--- src/rtl/tbt_pkg.sv ---
package tbt_pkg;
   localparam int DATA_W = 8;
   localparam int ADDR_W = 2;

   localparam logic [ADDR_W-1:0] A_CTRL = 2'd0;
   localparam logic [ADDR_W-1:0] A_HOLD = 2'd1;
   localparam logic [ADDR_W-1:0] A_LIVE = 2'd2;

   localparam int B_CAP_EN  = 7;
   localparam int B_CAP_FLG = 6;
   localparam int B_LONG    = 5;
   localparam int B_TB_EN   = 4;
   localparam int B_TB_FLG  = 3;

   typedef struct packed {
      logic cap_en;
      logic long_sel;
      logic tb_en;
   } ctrl_t;
endpackage

--- src/rtl/tbt_modcount.sv ---
module tbt_modcount #(
   parameter int W = 8
) (
   input  logic         clk,
   input  logic         rst_n,
   input  logic         clr,
   input  logic         en,
   input  logic [W-1:0] limit,
   output logic [W-1:0] count,
   output logic         wrap
);
   assign wrap = en && !clr && (count == limit);

   always_ff @(posedge clk) begin
      if (!rst_n)      count <= '0;
      else if (clr)    count <= '0;
      else if (wrap)   count <= '0;
      else if (en)     count <= count + 1'b1;
   end
endmodule

--- src/rtl/tbt_edge_sync.sv ---
module tbt_edge_sync #(
   parameter int   STAGES  = 2,
   parameter logic RST_VAL = 1'b0
) (
   input  logic clk,
   input  logic rst_n,
   input  logic pin,
   output logic edge_any
);
   logic pipe [0:STAGES];

   for (genvar i = 0; i <= STAGES; i++) begin : g_stage
      if (i == 0) begin : g_first
         always_ff @(posedge clk) begin
            if (!rst_n) pipe[i] <= RST_VAL;
            else        pipe[i] <= pin;
         end
      end else begin : g_next
         always_ff @(posedge clk) begin
            if (!rst_n) pipe[i] <= RST_VAL;
            else        pipe[i] <= pipe[i-1];
         end
      end
   end

   assign edge_any = pipe[STAGES-1] ^ pipe[STAGES];
endmodule

--- src/rtl/tbt_flag.sv ---
module tbt_flag #(
   parameter logic RST_VAL = 1'b0
) (
   input  logic clk,
   input  logic rst_n,
   input  logic set,
   input  logic clr,
   output logic q
);
   always_ff @(posedge clk) begin
      if (!rst_n)   q <= RST_VAL;
      else if (set) q <= 1'b1;
      else if (clr) q <= 1'b0;
   end
endmodule

--- src/rtl/tbtimer_capture.sv ---
module tbtimer_capture
   import tbt_pkg::*;
#(
   parameter int   SHORT_PERIOD = 8000,
   parameter int   LONG_PERIOD  = 16000,
   parameter int   TICK_DIV     = 4,
   parameter int   SYNC_STAGES  = 2,
   parameter logic CAPF_RST     = 1'b1
) (
   input  logic              clk,
   input  logic              rst_n,
   input  logic [ADDR_W-1:0] bus_addr,
   input  logic              bus_wr,
   input  logic              bus_rd,
   input  logic [DATA_W-1:0] bus_wdata,
   output logic [DATA_W-1:0] bus_rdata,
   input  logic              cap_pin,
   output logic              irq
);
   localparam int TB_W  = $clog2(LONG_PERIOD);
   localparam int PRE_W = (TICK_DIV > 1) ? $clog2(TICK_DIV) : 1;

   if (SHORT_PERIOD < 2) begin : g_bad_short
      $error("SHORT_PERIOD must be at least 2");
   end
   if (LONG_PERIOD < SHORT_PERIOD) begin : g_bad_long
      $error("LONG_PERIOD must not be below SHORT_PERIOD");
   end
   if (TICK_DIV < 1) begin : g_bad_div
      $error("TICK_DIV must be at least 1");
   end
   if (SYNC_STAGES < 2) begin : g_bad_sync
      $error("SYNC_STAGES must be at least 2");
   end

   ctrl_t             ctrl_q;
   logic              wr_ctrl, rd_ctrl, rd_hold;
   logic              tb_ovf, tb_flag, cap_flag, cap_set, pin_edge, tick;
   logic [TB_W-1:0]   tb_count, tb_limit;
   logic [DATA_W-1:0] live_cnt, hold_q, ctrl_view;

   assign wr_ctrl = bus_wr && (bus_addr == A_CTRL);
   assign rd_ctrl = bus_rd && (bus_addr == A_CTRL);
   assign rd_hold = bus_rd && (bus_addr == A_HOLD);

   always_ff @(posedge clk) begin
      if (!rst_n) ctrl_q <= '0;
      else if (wr_ctrl) begin
         ctrl_q.cap_en   <= bus_wdata[B_CAP_EN];
         ctrl_q.long_sel <= bus_wdata[B_LONG];
         ctrl_q.tb_en    <= bus_wdata[B_TB_EN];
      end
   end

   // timebase interval
   assign tb_limit = ctrl_q.long_sel ? TB_W'(LONG_PERIOD - 1) : TB_W'(SHORT_PERIOD - 1);

   tbt_modcount #(.W(TB_W)) u_tb (
      .clk(clk), .rst_n(rst_n), .clr(wr_ctrl), .en(1'b1),
      .limit(tb_limit), .count(tb_count), .wrap(tb_ovf)
   );

   // counter prescaler
   if (TICK_DIV == 1) begin : g_nodiv
      assign tick = 1'b1;
   end else begin : g_div
      logic [PRE_W-1:0] pre_count;
      tbt_modcount #(.W(PRE_W)) u_pre (
         .clk(clk), .rst_n(rst_n), .clr(1'b0), .en(1'b1),
         .limit(PRE_W'(TICK_DIV - 1)), .count(pre_count), .wrap(tick)
      );
   end

   logic live_wrap;
   tbt_modcount #(.W(DATA_W)) u_live (
      .clk(clk), .rst_n(rst_n), .clr(1'b0), .en(tick),
      .limit({DATA_W{1'b1}}), .count(live_cnt), .wrap(live_wrap)
   );

   // capture path
   tbt_edge_sync #(.STAGES(SYNC_STAGES), .RST_VAL(1'b0)) u_sync (
      .clk(clk), .rst_n(rst_n), .pin(cap_pin), .edge_any(pin_edge)
   );

   assign cap_set = pin_edge && !cap_flag;

   always_ff @(posedge clk) begin
      if (!rst_n)       hold_q <= '0;
      else if (cap_set) hold_q <= live_cnt;
   end

   tbt_flag #(.RST_VAL(CAPF_RST)) u_capf (
      .clk(clk), .rst_n(rst_n), .set(cap_set), .clr(rd_hold), .q(cap_flag)
   );
   tbt_flag #(.RST_VAL(1'b0)) u_tbf (
      .clk(clk), .rst_n(rst_n), .set(tb_ovf), .clr(rd_ctrl), .q(tb_flag)
   );

   // read side
   always_comb begin
      ctrl_view            = '0;
      ctrl_view[B_CAP_EN]  = ctrl_q.cap_en;
      ctrl_view[B_CAP_FLG] = cap_flag;
      ctrl_view[B_LONG]    = ctrl_q.long_sel;
      ctrl_view[B_TB_EN]   = ctrl_q.tb_en;
      ctrl_view[B_TB_FLG]  = tb_flag;
   end

   always_comb begin
      case (bus_addr)
         A_CTRL:  bus_rdata = ctrl_view;
         A_HOLD:  bus_rdata = hold_q;
         A_LIVE:  bus_rdata = live_cnt;
         default: bus_rdata = '0;
      endcase
   end

   assign irq = (cap_flag && ctrl_q.cap_en) || (tb_flag && ctrl_q.tb_en);
endmodule

--- config.mk ---
export PLATFORM = sky130hd
export DESIGN_NAME = tbtimer_capture
export DESIGN_NICKNAME = d
export VERILOG_FILES = /design/src/rtl/tbt_pkg.sv /design/src/rtl/tbt_modcount.sv /design/src/rtl/tbt_edge_sync.sv /design/src/rtl/tbt_flag.sv /design/src/rtl/tbtimer_capture.sv
export SDC_FILE = /design/constraint.sdc
export NUM_CORES = 1
export LEC_CHECK = 0
export BUFFER_PORTS_ARGS = -buffer_cell sky130_fd_sc_hd__buf_2
export CORE_MARGIN = 3
export CORE_UTILIZATION = 45
export DETAILED_ROUTE_END_ITERATION = 8
export HOLD_SLACK_MARGIN = 0.12
export PLACE_DENSITY = 0.64
export SETUP_SLACK_MARGIN = 0.15
export SKIP_CTS_REPAIR_TIMING = 1
export SLEW_MARGIN = 20
export SYNTH_ARGS = -nofsm -noshare
export SYNTH_HDL_FRONTEND = slang
export SYNTH_SLANG_ARGS = --single-unit
export TNS_END_PERCENT = 20
--- constraint.sdc ---
create_clock -name clk -period 1.8 [get_ports clk]
set_input_delay 0.09 -clock clk [delete_from_list [all_inputs] [get_ports clk]]
set_output_delay 0.09 -clock clk [all_outputs]
set_load 0.01 [all_outputs]
==> results of run 1 <==
area by class of cell:
type,count,area (µm²),share of cell area
multi-input combinational,138,970,0.460
tap,48,60.1,0.0285
inverter,3,11.3,0.00534
clock buffer,8,90.1,0.0428
timing repair buffer,24,173,0.0819
sequential,40,803,0.381
metal layers:
metal	up-vias	share of wire
met4	0	0.016
met5	-	0
li1	691	-
met1	649	0.45
met3	8	0.029
met2	17	0.50
kinds of logic after synthesis:
group,count (synthesis),share of synthesized area
fa+ha+maj,3,0.0209
compound gates,15,0.0681
simple gates,83,0.249
mux,17,0.0945
flops,40,0.445
xor+xnor,20,0.0973
buf+inv,10,0.0257
final timing paths:
| path | end | cells after the start | start | slack, ns |
|---|---|---|---|---|
| max reg2reg | u_tb.count[0]$_SDFF_PP0_ | 6 | u_tb.count[0]$_SDFF_PP0_ | 0.18 |
| max | u_tb.count[0]$_SDFF_PP0_ | 6 | u_tb.count[0]$_SDFF_PP0_ | 0.18 |
| min | ctrl_q[1]$_SDFFE_PN0N_ | 3 | bus_wdata[5] | 0.08 |
| min reg2reg | g_div.u_pre.count[0]$_SDFF_PP0_ | 1 | g_div.u_pre.count[0]$_SDFF_PP0_ | 0.43 |
flip-flops by register name (all words and copies together), names as in the netlist:
register,cells
u_live.count,8
u_capf.q,1
ctrl_q,3
hold_q,8
u_tb.count,14
u_tbf.q,1
g_div.u_pre.count,2
u_sync.pipe,3
worst max-delay path: stages (launching register included):
cell and delay (ns):
dfxtp_2 0.37, ha_4 0.16, and4_4 0.25, o211ai_2 0.11
o311ai_4 0.35, clkbuf_16 0.22, nor2_1 0.04
power groups by stage:
stage	Clock (µW)	Combinational, µW	Sequential [µW]
global route	658	133	925
global placement	0	101	939
finish	602	119	922
CTS	616	106	919
detailed placement	0	106	940
floorplan	0	74.5	936
cells in the final DEF (no fill, tap or decap), types with 2 or more instances in the layout:
master and count:
dlygate4sd3_1 3, clkbuf_1 2, nand4_1 8, xor2_1 6
xnor2_1 14, nor4_1 2, buf_2 18, inv_1 3
ha_1 2, nand2_1 13, nor3_1 4, dfxtp_1 38
dfxtp_2 2, nor2b_1 13, nor2_1 23, a22o_1 4
nand3_1 4, and2_1 6, o21ai_0 6, clkbuf_8 6
mux2i_1 17
stage by stage:
stage / area (µm²) / util / total power, µW / cells
4_1_cts: 2030 / 0.539 / 1640 / 257
3_3_place_gp: 1940 / 0.515 / 1040 / 249
6_report: 2110 / 0.559 / 1640 / 261
2_1_floorplan: 1800 / - / 1010 / 188
3_5_place_dp: 1940 / 0.515 / 1050 / 249
5_1_grt: 2110 / 0.559 / 1720 / 261
==> impl_metrics.py, run 1 <==
metrics = {
    "critical_path": {
        "crit_fanout": 7,
        "crit_arrival_ns": 1.80,
        "critPathCaptureType": "register",
        "cp.required_ns": 1.98,
        "critPathKind": "register to register",
        "cp-start-kind": "register",
    },
    "route": {
        "ant_nets": 0,
        "routed_wl_um": 3400,
        "drtPass1Iterations": 6,
        "drt_iter0_markers": 49,
        "vias_per_cell": 5.23,
        "dr_total_vias": 1365,
        "drcViolationCount": 0,
        "avgRoutedWirePerCell_um": 13.0,
    },
    "cts": {
        "root_buffer": "clkbuf_8",
        "cts.clk_slew.worst_paths_ns": 0.07,
        "cts_buffer_depth": 2,
        "clock-sinks": 40,
        "cts_max_level": 2,
        "clk_latency_ns": 0.29,
        "cts_made_buffers": 5,
        "cts_tree": "yes",
    },
    "sta": {
        "slew_viol_final": 0,
        "fin_setup_tns_ns": 0,
        "setup-violations-final": 0,
        "timing.final.crit_period_ns": 1.62,
        "tightest_slew_ns": 0.601,
        "hold_viol": 0,
        "clock_skew_ns": 0.00230,
        "relSlewSlack": 0.599,
        "max_freq_mhz": 617,
        "hold-worst-slack_ns": 0.0773,
        "period_share": 0.901,
        "rsz0062_at_grt": "yes",
        "setup_slack_ns": 0.178,
    },
    "grt": {
        "gr-max-usage-layer": "met2",
        "overflow": 0,
        "grt_use_met2": 0.267,
        "grt_pass1_vias": 1371,
        "grt_util_met3": 0.0348,
        "grt_max_degree": 23,
        "antenna_found_initial": 0,
        "grt_pass1_wl_um": 6090,
        "grt_util_all_layers": 0.154,
        "use_met1": 0.184,
    },
    "floorplanning": {
        "die-area_mm2": 0.00480,
        "die_x_um": 69.3,
        "start_util": 0.477,
        "io_pins": 24,
        "core_area_mm2": 0.00377,
        "row_count": 22,
        "dieHeight_um": 69.3,
    },
    "yosys": {
        "yosys.area.top_type": "dfxtp_1",
        "synth_commonest_cells": "40 x dfxtp_1, 23 x nor2_1, 17 x mux2i_1, 14 x xnor2_1",
        "synth_most_common_cell": "dfxtp_1",
        "async_reset_ff_frac": 0,
        "synth_seq_cells": 40,
        "synth_cells": 188,
        "synth_ff_type": "dfxtp_1",
        "avgSynthCellArea_um2": 9.58,
        "synth_seq_area_share": 0.445,
        "syn_area_mm2": 0.00180,
        "synth_cell_type_count": 34,
        "synth-edff-count": 0,
        "yosys-top-cells-area": "dfxtp_1 44%, mux2i_1 9.5%, xnor2_1 6.8%",
        "postSynthNetCount": 206,
        "yosys_warnings": 0,
        "yosysTopAreaCellShare": 0.445,
    },
    "power_and_ir_drop": {
        "p_int_uw": 1280,
        "p_seq_frac": 0.561,
        "combPwrFrac": 0.072,
        "clkPwrFrac": 0.366,
        "swShare": 0.221,
        "power.leakage_uw": 0.000763,
        "vdd_drop_max_uv": 542,
        "power_switching_uw": 363,
        "power_density_mw_per_mm2": 780,
    },
    "placement": {
        "io_buffers": 18,
        "detailed_place_hpwl_um": 2360,
        "preCtsSetupSlack_ns": 0.166,
        "place_congestion": 0.797,
    },
    "final_layout": {
        "n_antenna_cell": 0,
        "fin_nets": 230,
        "fill_cells": 324,
        "syn_to_final_growth_pct": 17.0,
        "drive_gt1_frac": 0.174,
    },
    "run_status": {
        "status": "complete, no violations",
    },
    "job": {
        "max-cap-violations": 0,
    },
    "min_path": {
        "worst_hold_path_type": "input port to register",
    },
}
Power figures use the tool's default switching activity.
==> run 2, diff against run 1 <==
--- a/config.mk
+++ b/config.mk
@@ -6,8 +6,9 @@
 export NUM_CORES = 1
 export LEC_CHECK = 0
 export BUFFER_PORTS_ARGS = -buffer_cell sky130_fd_sc_hd__buf_2
-export CORE_MARGIN = 3
+export CORE_MARGIN = 4
 export CORE_UTILIZATION = 45
+export CTS_CLUSTER_DIAMETER = 40
 export DETAILED_ROUTE_END_ITERATION = 8
 export HOLD_SLACK_MARGIN = 0.12
 export PLACE_DENSITY = 0.64
==> impl_metrics.py, run 2 (synthesized netlist as in run 1, its figures left out) <==
metrics = {
    "critical_path": {
        "crit_arrival_ns": 1.75,
        "cp-start-kind": "register",
        "crit_fanout": 14,
        "rr_worst_depth": 6,
        "cp_top_family": "compound AO/OA/AOI/OAI gates",
        "critPathKind": "register to register",
        "critPathCaptureType": "register",
        "cpPeakStageDelay_ns": 0.38,
        "slowest_stage": "dfxtp_2",
        "cp_cell_sequence": "ha_4, and4_4, o211ai_2, o311ai_4, buf_12, nor2_1",
        "cp.required_ns": 1.99,
        "crit_buf_inv": 1,
        "cp.depth": 6,
    },
    "sta": {
        "setup-violations-final": 0,
        "timing.final.crit_period_ns": 1.56,
        "max_freq_mhz": 641,
        "fin_setup_tns_ns": 0,
        "clock_skew_ns": 0.00689,
        "period_share": 0.866,
        "rsz0062_at_grt": "no",
        "slew_viol_final": 0,
        "tightest_slew_ns": 0.582,
        "relSlewSlack": 0.612,
        "setup_slack_ns": 0.241,
        "hold_viol": 0,
    },
    "final_layout": {
        "top_register": "u_tb.count",
        "drive_gt1_frac": 0.174,
        "top_regs": "u_tb.count: 14 flops, hold_q: 8 flops, u_live.count: 8 flops",
        "design_area_mm2": 0.00212,
        "fin_nets": 230,
        "n_antenna_cell": 0,
        "syn_to_final_growth_pct": 18.0,
        "layout_common_cells": "38 x dfxtp_1, 23 x nor2_1, 18 x buf_2",
        "largest_register_ff_count": 14,
        "utilization": 0.563,
        "final_common_cell": "dfxtp_1",
    },
    "power_and_ir_drop": {
        "power_density_mw_per_mm2": 860,
        "power.leakage_uw": 0.000772,
        "vdd_drop_max_uv": 572,
    },
    "floorplanning": {
        "die_x_um": 71.3,
        "core_area_mm2": 0.00377,
        "dieHeight_um": 71.3,
        "io_pins": 24,
        "start_util": 0.477,
        "row_count": 22,
        "die-area_mm2": 0.00508,
    },
    "min_path": {
        "holdPathStages": 4,
        "worst_hold_path_type": "input port to register",
    },
    "route": {
        "drcViolationCount": 0,
        "avgRoutedWirePerCell_um": 12.7,
        "drtPass1Iterations": 4,
        "routed_wl_um": 3320,
        "ant_nets": 0,
        "dr_total_vias": 1355,
        "vias_per_cell": 5.19,
        "drt_iter0_markers": 33,
    },
    "cts": {
        "root_buffer": "clkbuf_8",
        "cts_max_level": 2,
        "clock-sinks": 40,
        "cts_buffer_depth": 2,
        "cts_made_buffers": 5,
        "cts_tree": "yes",
        "clk_latency_ns": 0.29,
        "cts.clk_slew.worst_paths_ns": 0.08,
    },
    "placement": {
        "place_congestion": 0.799,
        "preCtsSetupSlack_ns": 0.145,
        "detailed_place_hpwl_um": 2440,
        "io_buffers": 18,
        "placed_cell_area_mm2": 0.00194,
    },
    "grt": {
        "grt_max_degree": 23,
        "grt_pass1_wl_um": 6020,
        "grt_pass1_vias": 1326,
        "overflow": 0,
        "grt_util_all_layers": 0.147,
        "antenna_found_initial": 0,
    },
    "job": {
        "max-cap-violations": 0,
    },
    "run_status": {
        "status": "complete, no violations",
    },
}
[run 2: worst min-delay path: stages]
cell	delay, ns
buf_2	0.10
nand3b_1	0.07
a21oi_1	0.06
nand2_1	0.06
[run 2: final timing paths]
kind | startpoint | endpoint | slack (ns)
min | bus_rd | u_capf.q$_SDFFE_PP1P_ | 0.12
min reg2reg | g_div.u_pre.count[0]$_SDFF_PP0_ | g_div.u_pre.count[0]$_SDFF_PP0_ | 0.43
max | u_tb.count[0]$_SDFF_PP0_ | u_tb.count[10]$_SDFF_PP0_ | 0.24
max reg2reg | u_tb.count[0]$_SDFF_PP0_ | u_tb.count[10]$_SDFF_PP0_ | 0.24
[run 2: area by class of cell]
type | count | area [µm²]
inverters | 3 | 11.3
flip-flops and latches | 40 | 803
well taps | 48 | 60.1
multi-input cells | 138 | 966
repair buffers | 24 | 158
clock buffers | 7 | 96.3
clock inverters | 1 | 30.0
fillers | 328 | 1650
[run 2: metrics by stage]
step           std cells  hold slack [ns]  total power, µW
2_1_floorplan        188            0.212             1010
5_1_grt              261            0.144             1900
3_5_place_dp         249            0.302             1040
3_3_place_gp         249            0.294             1040
6_report             261            0.124             1830
4_1_cts              257         -0.00460             1840
[run 2: report_power, final]
group          leakage, µW  switching (µW)  internal, µW
registers         0.000325            17.4           905
clock network    0.0000645             304           489
logic             0.000383            53.7          57.4
[run 2: per-layer routing]
metal  share of wire  track usage  wire length, µm
met5               0            0                0
met4           0.013       0.0522               44
met3           0.041       0.0505              137
met2            0.51        0.246             1680
met1            0.44        0.174             1460
